File: config.mk
export PLATFORM = sky130hd
export DESIGN_NAME = auxadc_sequencer
export DESIGN_NICKNAME = d
export VERILOG_FILES = /design/src/rtl/auxadc_pkg.sv /design/src/rtl/auxadc_trig_arbiter.sv /design/src/rtl/auxadc_conv_fsm.sv /design/src/rtl/auxadc_result_bank.sv /design/src/rtl/auxadc_sequencer.sv
export SDC_FILE = /design/constraint.sdc
export NUM_CORES = 1
export LEC_CHECK = 0
export BUFFER_PORTS_ARGS = -buffer_cell sky130_fd_sc_hd__buf_4
export CORE_MARGIN = 5
export CORE_UTILIZATION = 61
export CTS_CLUSTER_DIAMETER = 50
export DETAILED_ROUTE_END_ITERATION = 16
export PLACE_DENSITY = 0.81
export SETUP_SLACK_MARGIN = 0.1
export SYNTH_ARGS = -nofsm -noshare
export SYNTH_HDL_FRONTEND = slang
export SYNTH_SLANG_ARGS = --single-unit
File: constraint.sdc
create_clock -name clk -period 3.4 [get_ports clk]
set_input_delay 0.34 -clock clk [delete_from_list [all_inputs] [get_ports clk]]
set_output_delay 0.34 -clock clk [all_outputs]
set_load 0.01 [all_outputs]
File: src/rtl/auxadc_pkg.sv
package auxadc_pkg;

    typedef enum logic [1:0] {
        ST_IDLE,
        ST_LAUNCH,
        ST_WAIT,
        ST_STORE
    } seq_state_t;

    localparam int OFS_TRIG  = 'h04;
    localparam int OFS_STAT  = 'h10;
    localparam int OFS_DATA0 = 'h14;
    localparam int OFS_PWR   = 'h94;
    localparam int PWR_BIT   = 14;

endpackage

File: src/rtl/auxadc_trig_arbiter.sv
module auxadc_trig_arbiter #(
    parameter int NCH = 16
) (
    input  logic                    clk,
    input  logic                    rst_n,
    input  logic                    trig_we,
    input  logic [NCH-1:0]          trig_wdata,
    input  logic                    pwr_on,
    input  logic                    take,
    output logic [NCH-1:0]          trig_q,
    output logic [NCH-1:0]          fall_mask,
    output logic                    pending_any,
    output logic [$clog2(NCH)-1:0]  pick_chan
);
    localparam int CW = $clog2(NCH);

    logic           accept;
    logic [NCH-1:0] rise_mask;
    logic [NCH-1:0] take_mask;
    logic [NCH-1:0] pending;

    assign accept    = trig_we & pwr_on;
    assign rise_mask = accept ? (trig_wdata & ~trig_q) : '0;
    assign fall_mask = accept ? (trig_q & ~trig_wdata) : '0;
    assign take_mask = take ? (NCH'(1) << pick_chan) : '0;
    assign pending_any = |pending;

    // lowest set index wins: scan downward so the last hit is the lowest
    always_comb begin
        pick_chan = '0;
        for (int i = NCH - 1; i >= 0; i--) begin
            if (pending[i]) pick_chan = CW'(i);
        end
    end

    always_ff @(posedge clk) begin
        if (!rst_n) begin
            trig_q  <= '0;
            pending <= '0;
        end else begin
            if (accept) trig_q <= trig_wdata;
            pending <= (pending & ~take_mask & ~fall_mask) | rise_mask;
        end
    end

    AST_TAKE_LOWEST: assert property (@(posedge clk) disable iff (!rst_n)
        take |-> (pending[pick_chan] &&
                  ((pending & ((NCH'(1) << pick_chan) - NCH'(1))) == '0)))
        else $error("take not on lowest pending channel");

    AST_OFF_WRITE_IGNORED: assert property (@(posedge clk) disable iff (!rst_n)
        (trig_we && !pwr_on) |=> $stable(trig_q))
        else $error("trigger register changed while power off");

    AST_NO_QUEUE_WHEN_OFF: assert property (@(posedge clk) disable iff (!rst_n)
        !pwr_on |=> ((pending & ~$past(pending)) == '0))
        else $error("channel queued while power off");

endmodule

File: src/rtl/auxadc_conv_fsm.sv
module auxadc_conv_fsm
    import auxadc_pkg::*;
#(
    parameter int NCH           = 16,
    parameter int RES_W         = 12,
    parameter int TIMEOUT_TICKS = 3125
) (
    input  logic                    clk,
    input  logic                    rst_n,
    input  logic                    pending_any,
    input  logic [$clog2(NCH)-1:0]  pick_chan,
    input  logic                    conv_done,
    input  logic [RES_W-1:0]        conv_data,
    output logic                    take,
    output logic                    conv_start,
    output logic [$clog2(NCH)-1:0]  conv_chan,
    output logic                    fsm_busy,
    output logic                    wr_en,
    output logic [$clog2(NCH)-1:0]  wr_chan,
    output logic [RES_W-1:0]        wr_data
);
    localparam int CW    = $clog2(NCH);
    localparam int CNT_W = $clog2(TIMEOUT_TICKS + 1);
    localparam logic [CNT_W-1:0] CNT_LAST = CNT_W'(TIMEOUT_TICKS - 1);

    seq_state_t        state, state_nx;
    logic [CNT_W-1:0]  wait_cnt;
    logic [CW-1:0]     chan_q;
    logic [RES_W-1:0]  data_q;

    always_comb begin
        state_nx = state;
        unique case (state)
            ST_IDLE:   if (pending_any) state_nx = ST_LAUNCH;
            ST_LAUNCH: state_nx = ST_WAIT;
            ST_WAIT: begin
                if (conv_done)                 state_nx = ST_STORE;
                else if (wait_cnt == CNT_LAST) state_nx = ST_IDLE;
            end
            ST_STORE:  state_nx = ST_IDLE;
            default:   state_nx = ST_IDLE;
        endcase
    end

    always_ff @(posedge clk) begin
        if (!rst_n) begin
            state    <= ST_IDLE;
            wait_cnt <= '0;
            chan_q   <= '0;
            data_q   <= '0;
        end else begin
            state <= state_nx;
            if (take) chan_q <= pick_chan;
            if (state == ST_LAUNCH)     wait_cnt <= '0;
            else if (state == ST_WAIT)  wait_cnt <= wait_cnt + 1'b1;
            if (state == ST_WAIT && conv_done) data_q <= conv_data;
        end
    end

    always_comb begin
        take       = (state == ST_IDLE) && pending_any;
        conv_start = (state == ST_LAUNCH);
        conv_chan  = chan_q;
        fsm_busy   = (state != ST_IDLE);
        wr_en      = (state == ST_STORE);
        wr_chan    = chan_q;
        wr_data    = data_q;
    end

    AST_WAIT_BOUNDED: assert property (@(posedge clk) disable iff (!rst_n)
        (state == ST_WAIT) |-> (wait_cnt < CNT_W'(TIMEOUT_TICKS)))
        else $error("wait counter passed limit");

    AST_START_SINGLE: assert property (@(posedge clk) disable iff (!rst_n)
        conv_start |=> !conv_start)
        else $error("start held longer than one cycle");

    AST_START_FROM_IDLE: assert property (@(posedge clk) disable iff (!rst_n)
        conv_start |-> ($past(state) == ST_IDLE))
        else $error("start not preceded by idle");

endmodule

File: src/rtl/auxadc_result_bank.sv
module auxadc_result_bank #(
    parameter int NCH   = 16,
    parameter int RES_W = 12
) (
    input  logic                    clk,
    input  logic                    rst_n,
    input  logic                    wr_en,
    input  logic [$clog2(NCH)-1:0]  wr_chan,
    input  logic [RES_W-1:0]        wr_data,
    input  logic [NCH-1:0]          clr_mask,
    input  logic [$clog2(NCH)-1:0]  rd_chan,
    output logic                    rd_ready,
    output logic [RES_W-1:0]        rd_result
);
    logic [NCH-1:0]   ready;
    logic [RES_W-1:0] result [NCH];

    for (genvar g = 0; g < NCH; g++) begin : g_slot
        logic hit;
        assign hit = wr_en && (wr_chan == g);
        always_ff @(posedge clk) begin
            if (!rst_n) begin
                ready[g]  <= 1'b0;
                result[g] <= '0;
            end else begin
                if (hit) result[g] <= wr_data;
                // software clear takes precedence over a same-cycle store
                if (clr_mask[g])  ready[g] <= 1'b0;
                else if (hit)     ready[g] <= 1'b1;
            end
        end
    end

    assign rd_ready  = ready[rd_chan];
    assign rd_result = result[rd_chan];

    AST_READY_AFTER_STORE: assert property (@(posedge clk) disable iff (!rst_n)
        (wr_en && !clr_mask[wr_chan]) |=> ready[$past(wr_chan)])
        else $error("ready not set after store");

    AST_CLEAR_ON_FALL: assert property (@(posedge clk) disable iff (!rst_n)
        (clr_mask != '0) |=> ((ready & $past(clr_mask)) == '0))
        else $error("ready survived a falling trigger");

endmodule

File: src/rtl/auxadc_sequencer.sv
module auxadc_sequencer
    import auxadc_pkg::*;
#(
    parameter int NCH           = 16,
    parameter int RES_W         = 12,
    parameter int ADDR_W        = 8,
    parameter int TIMEOUT_TICKS = 3125
) (
    input  logic                    clk,
    input  logic                    rst_n,
    input  logic [ADDR_W-1:0]       bus_addr,
    input  logic                    bus_we,
    input  logic [31:0]             bus_wdata,
    output logic [31:0]             bus_rdata,
    output logic                    conv_start,
    output logic [$clog2(NCH)-1:0]  conv_chan,
    input  logic                    conv_done,
    input  logic [RES_W-1:0]        conv_data
);
    localparam int CW = $clog2(NCH);
    localparam logic [ADDR_W-1:0] A_TRIG  = ADDR_W'(OFS_TRIG);
    localparam logic [ADDR_W-1:0] A_STAT  = ADDR_W'(OFS_STAT);
    localparam logic [ADDR_W-1:0] A_DATA0 = ADDR_W'(OFS_DATA0);
    localparam logic [ADDR_W-1:0] A_DEND  = ADDR_W'(OFS_DATA0 + 4 * NCH);
    localparam logic [ADDR_W-1:0] A_PWR   = ADDR_W'(OFS_PWR);

    logic              pwr_on;
    logic              trig_we;
    logic [NCH-1:0]    trig_q, fall_mask;
    logic              pending_any, take, fsm_busy, busy;
    logic [CW-1:0]     pick_chan;
    logic              wr_en;
    logic [CW-1:0]     wr_chan, rd_chan;
    logic [RES_W-1:0]  wr_data, rd_result;
    logic              rd_ready;
    logic              in_data;
    logic [ADDR_W-1:0] data_ofs;
    logic              unused_bits;

    assign unused_bits = ^{bus_wdata[31:NCH], data_ofs[1:0]};

    assign trig_we  = bus_we && (bus_addr == A_TRIG);
    assign busy     = fsm_busy | pending_any;
    assign data_ofs = bus_addr - A_DATA0;
    assign rd_chan  = data_ofs[CW+1:2];
    assign in_data  = (bus_addr >= A_DATA0) && (bus_addr < A_DEND) &&
                      (bus_addr[1:0] == 2'b00);

    always_ff @(posedge clk) begin
        if (!rst_n)                              pwr_on <= 1'b0;
        else if (bus_we && bus_addr == A_PWR)    pwr_on <= bus_wdata[PWR_BIT];
    end

    auxadc_trig_arbiter #(.NCH(NCH)) u_arb (
        .clk         (clk),
        .rst_n       (rst_n),
        .trig_we     (trig_we),
        .trig_wdata  (bus_wdata[NCH-1:0]),
        .pwr_on      (pwr_on),
        .take        (take),
        .trig_q      (trig_q),
        .fall_mask   (fall_mask),
        .pending_any (pending_any),
        .pick_chan   (pick_chan)
    );

    auxadc_conv_fsm #(
        .NCH           (NCH),
        .RES_W         (RES_W),
        .TIMEOUT_TICKS (TIMEOUT_TICKS)
    ) u_fsm (
        .clk         (clk),
        .rst_n       (rst_n),
        .pending_any (pending_any),
        .pick_chan   (pick_chan),
        .conv_done   (conv_done),
        .conv_data   (conv_data),
        .take        (take),
        .conv_start  (conv_start),
        .conv_chan   (conv_chan),
        .fsm_busy    (fsm_busy),
        .wr_en       (wr_en),
        .wr_chan     (wr_chan),
        .wr_data     (wr_data)
    );

    auxadc_result_bank #(.NCH(NCH), .RES_W(RES_W)) u_bank (
        .clk       (clk),
        .rst_n     (rst_n),
        .wr_en     (wr_en),
        .wr_chan   (wr_chan),
        .wr_data   (wr_data),
        .clr_mask  (fall_mask),
        .rd_chan   (rd_chan),
        .rd_ready  (rd_ready),
        .rd_result (rd_result)
    );

    always_comb begin
        bus_rdata = '0;
        if (bus_addr == A_TRIG)       bus_rdata[NCH-1:0] = trig_q;
        else if (bus_addr == A_STAT)  bus_rdata[0] = busy;
        else if (bus_addr == A_PWR)   bus_rdata[PWR_BIT] = pwr_on;
        else if (in_data)             bus_rdata[RES_W:0] = {rd_ready, rd_result};
    end

    AST_START_WHILE_BUSY: assert property (@(posedge clk) disable iff (!rst_n)
        conv_start |-> busy)
        else $error("start issued while status idle");

    AST_START_NEEDS_WORK: assert property (@(posedge clk) disable iff (!rst_n)
        conv_start |-> $past(pending_any))
        else $error("start without a queued channel");

endmodule

==> summary.md, run 1 <==
| Metric | Value |
|---|---|
| First-pass GRT wire length | `53.4 mm` |
| Sequential-to-total area share from yosys stat | `56.3%` |
| Setup violators final | `0` |
| CP arrival | `2.40 ns` |
| Slowest-stage cell, CP | `nor4_1` |
| 1st-iter DRT viols | `966` |
| Cell-internal power | `6.16 mW` |
| Post-synth ARST share | `0%` |
| Final period util | `80.7%` |
| DR vias | `9324` |
| Largest net degree at the start of global routing | `98` |
| Setup ws final | `0.657 ns` |
| Cells after synthesis | `1099` |
| Number of distinct library cells after synthesis | `66` |
| Commonest cells after routing, fill and taps aside | `edfxtp_1, nand2_1, and3_1` |
| Max Used Layer | `met4` |
| Fin Setup TNS | `0 ns` |
| Vias in the first global route | `9147` |
| Post-route cell area | `14900 um^2` |
| Clock-pin slew on the worst setup and hold paths | `0.06 ns` |
| DR WL met3 | `3.92 mm` |
| Slew margin rel. | `8.54%` |
| LEAKAGE | `5.91 nW` |
| Worst Path Buf+Inv | `1` |
| Core Util, Final | `70.7%` |
| Worst r2r src | `u_fsm.state[1]$_SDFFE_PN0P_` |
| PwrDens | `554 nW/um^2` |
| Cts bufs inserted | `34` |
| Sw power | `2.08 mW` |
| Critical path type | `reg2out` |
| Cell family with most CP delay | `simple AND/OR/NAND/NOR gates` |
| Run status | `completed` |
| Startpoint types | `flip-flop` |
| Crit end category | `output pin` |
| Max Cap Viol | `0` |
| Initial Util | `62.0%` |
| # rows | `53` |
| Worst reg-to-reg path cell count | `2` |
| Worst Hold Class | `in2reg` |
| GP Congestion | `0.904` |
| Synthesized area per cell | `11.9 um^2` |
| Reg power frac | `46.1%` |
| Tot Pwr | `8.24 mW` |
| Placed Instance Area | `13800 um^2` |
| Initial DRT Pass Iterations | `5` |
| Dpl hpwl | `21.7 mm` |
| R2R setup slack | `0.70 ns` |
| Area Overhead vs Synth | `14.0%` |
| Remaining antenna violation count | `0` |
| Die Span Y | `156 um` |
| Die outline width | `156 um` |
| Crit path cell chain | `nor4_1 > nand4_1 > o211ai_1 > a31oi_1 > buf_4` |
| Io pins | `93` |
| M1 WL | `12.7 mm` |
| Sw Ratio | `25.2%` |
| Min-delay src | `conv_data[7]` |
| Final hold vios | `0` |
| Post-CTS setup buffers | `0` |
| IO buf count | `60` |
| VDD IR max | `0.402 mV` |
| Post-synth EDFFs | `192` |
| Routed len/inst | `24.1 um` |
| Hold path depth | `3` |
| Tmin final | `2.74 ns` |
| Wire length on met2 | `17.0 mm` |
| Layout cells sized above 1 | `19.3%` |
| Max FO, Critical Path | `7` |
| Antenna violations before repair | `0` |
| Post-Layout Cell Count | `1450` |
| Resize count post-CTS | `0` |
| NumNets Final | `1211` |
| Minimum hold slack | `0.0758 ns` |
| Combinational power share | `10.6%` |
| Crit path largest cell delay | `0.55 ns` |
| Req. time, crit path | `3.06 ns` |
| Clock root cell | `clkbuf_16` |
| Gr usage total | `28.9%` |
| Gr ovfl total | `0` |
| Core Region | `21000 um^2` |
| H-tree depth | `2` |
| CTS tree | `done` |
| Setup Skew | `0.0138 ns` |
| Fin. max-slew vios | `0` |
| Clock share of power | `43.3%` |
| Mapped cell area | `13000 um^2` |
| Post-detailed-route DRC marker count | `0` |
| Worst hold endpoint | `u_fsm.wr_data[7]$_SDFFE_PN0P_` |
| Actual slew at the worst max-slew pin | `1.36 ns` |
| Primary FF master, synth | `edfxtp_1` |
| Reg2reg end | `u_bank.result[9][4]$_SDFFCE_PN0P_` |
| Synthesis Warnings | `0` |
| Die area | `24400 um^2` |
| Vias per Instance | `6.43` |
| CTS Hold Bufs | `0` |
| DRT Wirelength | `35.0 mm` |
| Clock sink count | `271` |
| Skew-Pair Late Insertion Delay | `0.51 ns` |
| Placed Cells | `1389` |
| Dpl ws | `0.716 ns` |
| Commonest non-fill, non-tap cell in the layout | `edfxtp_1` |
| Flops & latches, synth | `271` |
| N_diodes | `0` |
| Bufs on Longest Clock Path | `3` |
| Fmax | `365 MHz` |
| Unrepaired setup endpoints after global routing | `no` |
worst max-delay path by stage:
stage	start	end	slack [ns]	cells after the start
floorplan	bus_addr[2]	bus_rdata[10]	0.46	12
global placement	bus_addr[3]	bus_rdata[0]	0.73	9
detailed placement	bus_addr[3]	bus_rdata[12]	0.72	9
CTS	bus_addr[3]	bus_rdata[12]	0.66	9
global route	u_arb.pending[8]$_SDFF_PN0_	bus_rdata[0]	0.51	5
finish	u_arb.pending[8]$_SDFF_PN0_	bus_rdata[0]	0.66	5
sequential cells by signal, indices dropped and copies added (netlist names):
name             flops
u_bank.ready        16
u_bank.result      192
u_fsm.state          2
u_arb.trig_q        16
u_arb.pending       16
u_fsm.wr_data       12
u_fsm.conv_chan      4
pwr_on               1
u_fsm.wait_cnt      12
synth_stat cells (all sizes together), types with 6 or more instances:
master  count  area [um^2]
a21oi      63          315
a32o       12          120
and2      100          626
and3      101          632
buf        38          263
clkbuf     64          240
dfxtp      79         1580
edfxtp    192         5770
inv        13         48.8
mux2i      27          270
mux4       53         1190
nand2     107          402
nand2b     12         75.1
nand3       9         45.0
nand4       6         37.5
nor2       58          218
nor3       19          105
nor4       10         87.6
o21ai      57          297
xor2        6         60.1
area by class of cell:
class / instances / area, um^2
repair buffers: 102 / 803
fillers: 1426 / 6160
inverters: 13 / 48.8
well taps: 275 / 344
multi-input cells: 728 / 5210
clock inverters: 15 / 166
flip-flops and latches: 271 / 7350
clock buffers: 46 / 941
tightest hold or removal path, stage by stage:
cell,delay (ns)
buf_4,0.11
nand2_1,0.04
a21oi_1,0.05
power groups by stage:
stage          Combinational [mW]  Clock, mW  Sequential, mW
2_1_floorplan               0.607          0            3.76
3_3_place_gp                0.840          0            3.84
3_5_place_dp                0.857          0            3.85
4_1_cts                     0.861       3.58            3.79
5_1_grt                     0.940       3.74            3.81
6_report                    0.875       3.57            3.79
per-layer routing:
metal	GRT usage, %	vias to the layer above
li1	-	4133
met1	38.2	4524
met2	46.3	571
met3	8.07	96
met4	10.8	0
met5	0	-
cell families after synthesis:
kind of cell / synth area share (%)
adders and majority gates: 0.480
other: 0.0288
buffers and inverters: 4.23
and+or+nand+nor: 18.4
AOI/OAI and AO/OA: 8.42
DFF: 56.3
xor gates and xnor gates: 0.796
muxes: 11.3
Power figures use the tool's default switching activity.
==> inputs of run 2 (changes only) <==
Settings changed: ABC_AREA set to 1, CORE_UTILIZATION 61 to 60, PLACE_DENSITY 0.81 to 0.8.
Clock period 3.4 ns to 2.7 ns, I/O delays scaled along.
==> run 2 against run 1 <==
Net effect:
- global-route usage up 0.39 points
- cell count up 24%
- combinational power up 5.7%
- largest cell class unchanged
==> summary.md, run 2 <==
| Metric | Value |
|---|---|
| Clock-pin slew on the worst setup and hold paths | `0.06 ns (about the same)` |
| Worst reg-to-reg path cell count | `6 (was 2)` |
| Number of distinct library cells after synthesis | `46 (was 66)` |
| Reg2reg end | `u_bank.result[10][5]$_SDFFCE_PN0P_ (was u_bank.result[9][4]$_SDFFCE_PN0P_)` |
| Synthesized area per cell | `8.97 um^2 (was 11.9 um^2)` |
| 1st-iter DRT viols | `1409 (was 966)` |
| Fmax | `390 MHz` |
| Top-area cell type share of the netlist area | `45.5% (was 44.2%)` |
| Most used cell, CP | `buf_4` |
| Max FO, Critical Path | `25 (was 7)` |
| Gr ovfl total | `0 (unchanged)` |
| Cells after synthesis | `1413 (was 1099)` |
| Crit path cell chain | `buf_6 > inv_4 > ha_4 > clkinv_2 > buf_12 > buf_4 > a21oi_1 > a22oi_1 > buf_4 > nand2_1 > o311ai_0 > nand3_1 > o21ai_0 > buf_4 (was nor4_1 > nand4_1 > o211ai_1 > a31oi_1 > buf_4)` |
| LEAKAGE | `5.45 nW (was 5.91 nW)` |
| Crit path largest cell delay | `0.27 ns (was 0.55 ns)` |
| # rows | `53 (unchanged)` |
| H-tree depth | `1 (was 2)` |
| Most flop-heavy register | `u_bank.result (unchanged)` |
| Unrepaired setup endpoints after global routing | `no (unchanged)` |
| Skew-Pair Late Insertion Delay | `0.55 ns (was 0.51 ns)` |
| Hold path depth | `3 (unchanged)` |
| NumNets Final | `1555 (was 1211)` |
| Setup Skew | `0.0151 ns (was 0.0138 ns)` |
| Worst Hold Class | `in2reg (unchanged)` |
| Worst hold endpoint | `u_fsm.wr_data[10]$_SDFFE_PN0P_ (was u_fsm.wr_data[7]$_SDFFE_PN0P_)` |
| Final period util | `94.9%` |
| Startpoint types | `primary input (was flip-flop)` |
| Top post-synthesis cells by area | `edfxtp_1, dfxtp_1, nand2_1 (was edfxtp_1, dfxtp_1, mux4_2)` |
| Post-synth ARST share | `0% (unchanged)` |
| Bufs on Longest Clock Path | `3 (unchanged)` |
| GR peak layer | `met2 (unchanged)` |
| Core Util, Final | `70.8% (was 70.7%)` |
| IO buf count | `60 (unchanged)` |
| Actual slew at the worst max-slew pin | `0.822 ns (was 1.36 ns)` |
| Remaining antenna violation count | `0 (unchanged)` |
| Initial Util | `60.7% (was 62.0%)` |
| Dpl hpwl | `23.3 mm (was 21.7 mm)` |
| Initial DRT Pass Iterations | `8 (was 5)` |
| Mapped cell area | `12700 um^2 (was 13000 um^2)` |
| GR Util met2 | `48.9% (was 46.3%)` |
| Clock sink count | `271 (unchanged)` |
| Worst r2r src | `u_fsm.state[0]$_SDFFE_PN0P_ (was u_fsm.state[1]$_SDFFE_PN0P_)` |
| Final hold vios | `0 (unchanged)` |
| Antenna violations before repair | `0 (unchanged)` |
| Run status | `completed (unchanged)` |
| Vias per Instance | `6.04 (was 6.43)` |
| Setup violators final | `0 (unchanged)` |
| FILL cells | `1503 (was 1426)` |
| Crit end category | `output pin (unchanged)` |
| Critical path type | `in2out (was reg2out)` |
| Core Region | `20900 um^2 (was 21000 um^2)` |
| Clock root cell | `clkbuf_16 (unchanged)` |
| Vias in the first global route | `10400 (was 9147)` |
| CTS tree | `done (unchanged)` |
| Gr usage total | `29.3% (was 28.9%)` |
| Io pins | `93 (unchanged)` |
| Primary FF master, synth | `edfxtp_1 (unchanged)` |
| Die area | `24100 um^2 (was 24400 um^2)` |
| DRT Wirelength | `36.9 mm (was 35.0 mm)` |
| Die outline width | `155 um (was 156 um)` |
| Commonest cells after routing, fill and taps aside | `nand2_1, nor2_1, edfxtp_1 (was edfxtp_1, nand2_1, and3_1)` |
| Die Span Y | `155 um (was 156 um)` |
| Post-detailed-route DRC marker count | `0 (unchanged)` |
| DR vias | `10800 (was 9324)` |
| Flops & latches, synth | `271 (unchanged)` |
| Post-synth EDFFs | `192 (unchanged)` |
| Max reg flops | `192 (unchanged)` |
| Sequential-to-total area share from yosys stat | `58.0% (was 56.3%)` |
| CP arrival | `2.29 ns (was 2.40 ns)` |
| Tmin final | `2.56 ns` |
| Largest net degree at the start of global routing | `113 (was 98)` |
| Post-CTS setup buffers | `0 (unchanged)` |
| PwrDens | `638 nW/um^2 (was 554 nW/um^2)` |
| Commonest non-fill, non-tap cell in the layout | `nand2_1 (was edfxtp_1)` |
| Met1 Usage GRT | `39.1% (was 38.2%)` |
| Met3 Use GR | `4.20% (was 8.07%)` |
| Cts bufs inserted | `30 (was 34)` |
| Max Cap Viol | `0 (unchanged)` |
| Synthesis Warnings | `0 (unchanged)` |
| VDD IR max | `0.453 mV (was 0.402 mV)` |
| Slowest-stage cell, CP | `ha_4 (was nor4_1)` |
| First-pass GRT wire length | `55.6 mm (was 53.4 mm)` |
| Req. time, crit path | `2.43 ns (was 3.06 ns)` |
| Top cells by count, synth | `nand2_1, nor2_1, edfxtp_1, a21oi_1, inv_1 (was edfxtp_1, nand2_1, and3_1, and2_1, dfxtp_1)` |
| Min-delay src | `conv_data[10] (was conv_data[7])` |
| Slew margin rel. | `45.2% (was 8.54%)` |
| Fin. max-slew vios | `0 (unchanged)` |
| R2R setup slack | `0.42 ns (was 0.70 ns)` |
| Count leader, synth | `nand2_1 (was edfxtp_1)` |
| Area Overhead vs Synth | `16.7% (was 14.0%)` |
| GP Congestion | `0.904 (about the same)` |
| Tot Pwr | `9.43 mW (was 8.24 mW)` |
| Layout cells sized above 1 | `13.5% (was 19.3%)` |
| N_diodes | `0 (unchanged)` |
| Cell taking the most area after synthesis | `edfxtp_1 (unchanged)` |
| Routed len/inst | `20.6 um (was 24.1 um)` |
==> run 2: cell types whose count changed in the layout (fill, tap and decap cells not counted), moves of 19 or more <==
cell,delta
a21oi_1,+87
a22oi_1,+19
and2_1,-100
and3_1,-101
clkinv_1,+19
inv_1,+81
mux2i_1,-27
mux4_2,-53
nand2_1,+158
nand3_1,+37
nor2_1,+184
==> run 2: per-stage QoR <==
| stage | instance area (um^2) | setup slack (ns) | hold slack (ns) | std cells | TNS, ns |
|---|---|---|---|---|---|
| 2_1_floorplan | 12700 | 0.208 | 0.401 | 1428 | 0 |
| 3_3_place_gp | 13600 | -0.0717 | 0.435 | 1722 | -0.0823 |
| 3_5_place_dp | 13600 | -0.100 | 0.442 | 1722 | -0.109 |
| 4_1_cts | 14700 | 0.0814 | 0.000614 | 1790 | 0 |
| 5_1_grt | 14800 | 0.0385 | 0.0103 | 1792 | 0 |
| 6_report | 14800 | 0.137 | 0.00895 | 1792 | 0 |
==> run 2: logic make-up (layout without fill, tap and decap cells) <==
| family | count (synthesis) | in the layout | synth area share, % |
|---|---|---|---|
| other cells | 1 | 16 | 0.0296 |
| buf+inv | 218 | 307 | 7.24 |
| compound gates | 294 | 294 | 13.6 |
| fa+ha+maj | 5 | 5 | 0.494 |
| simple gates | 622 | 622 | 20.5 |
| xor+xnor | 2 | 2 | 0.138 |
| flops | 271 | 271 | 58.0 |
==> run 2: power breakdown <==
group	leakage, nW	switching, mW	internal, mW	total, mW
Clock	0.456	1.64	2.28	3.92
Sequential	2.61	0.0375	4.55	4.59
Combinational	2.39	0.606	0.319	0.925
==> run 2: layout make-up <==
| type | count | area, um^2 | area share [%] |
|---|---|---|---|
| tap | 275 | 344 | 2.33 |
| inverter | 113 | 428 | 2.89 |
| multi-input combinational | 939 | 4520 | 30.6 |
| clock buffer | 37 | 798 | 5.40 |
| sequential | 271 | 7350 | 49.7 |
| clock inverter | 18 | 145 | 0.981 |
| timing repair buffer | 139 | 1210 | 8.18 |
==> run 2: critical path, delay by kind of cell <==
| kind | cells | cell delay [ns] |
|---|---|---|
| AOI/OAI and AO/OA | 4 | 0.50 |
| and+or+nand+nor | 2 | 0.28 |
| adders and majority gates | 1 | 0.27 |
| buffers and inverters | 7 | 0.94 |
==> run 2: worst max path at each step <==
stage                startpoint            end  slack (ns)  cells after the start
finish              bus_addr[2]   bus_rdata[7]        0.14                     14
global route        bus_addr[2]   bus_rdata[2]        0.04                     13
CTS                 bus_addr[2]   bus_rdata[1]        0.08                     12
detailed placement  bus_addr[2]   bus_rdata[1]       -0.10                     12
global placement    bus_addr[2]   bus_rdata[1]       -0.07                     12
floorplan           bus_addr[2]  bus_rdata[10]        0.21                     13
==> run 2: timing repair <==
action                     4_1_cts  5_1_grt
cloned                           0        2
gates resized for setup         15       16
setup endpoints to repair       11       13
hold buffers                    13        0
hold endpoints to repair        13        0
pin swaps                        1        2
==> run 2: per-layer routing <==
metal  share of wire (%)  up-vias
li1                    -     4943
met1                  37     5067
met4                 3.7        0
met5                   0        -
met2                  49      691
met3                  10      114
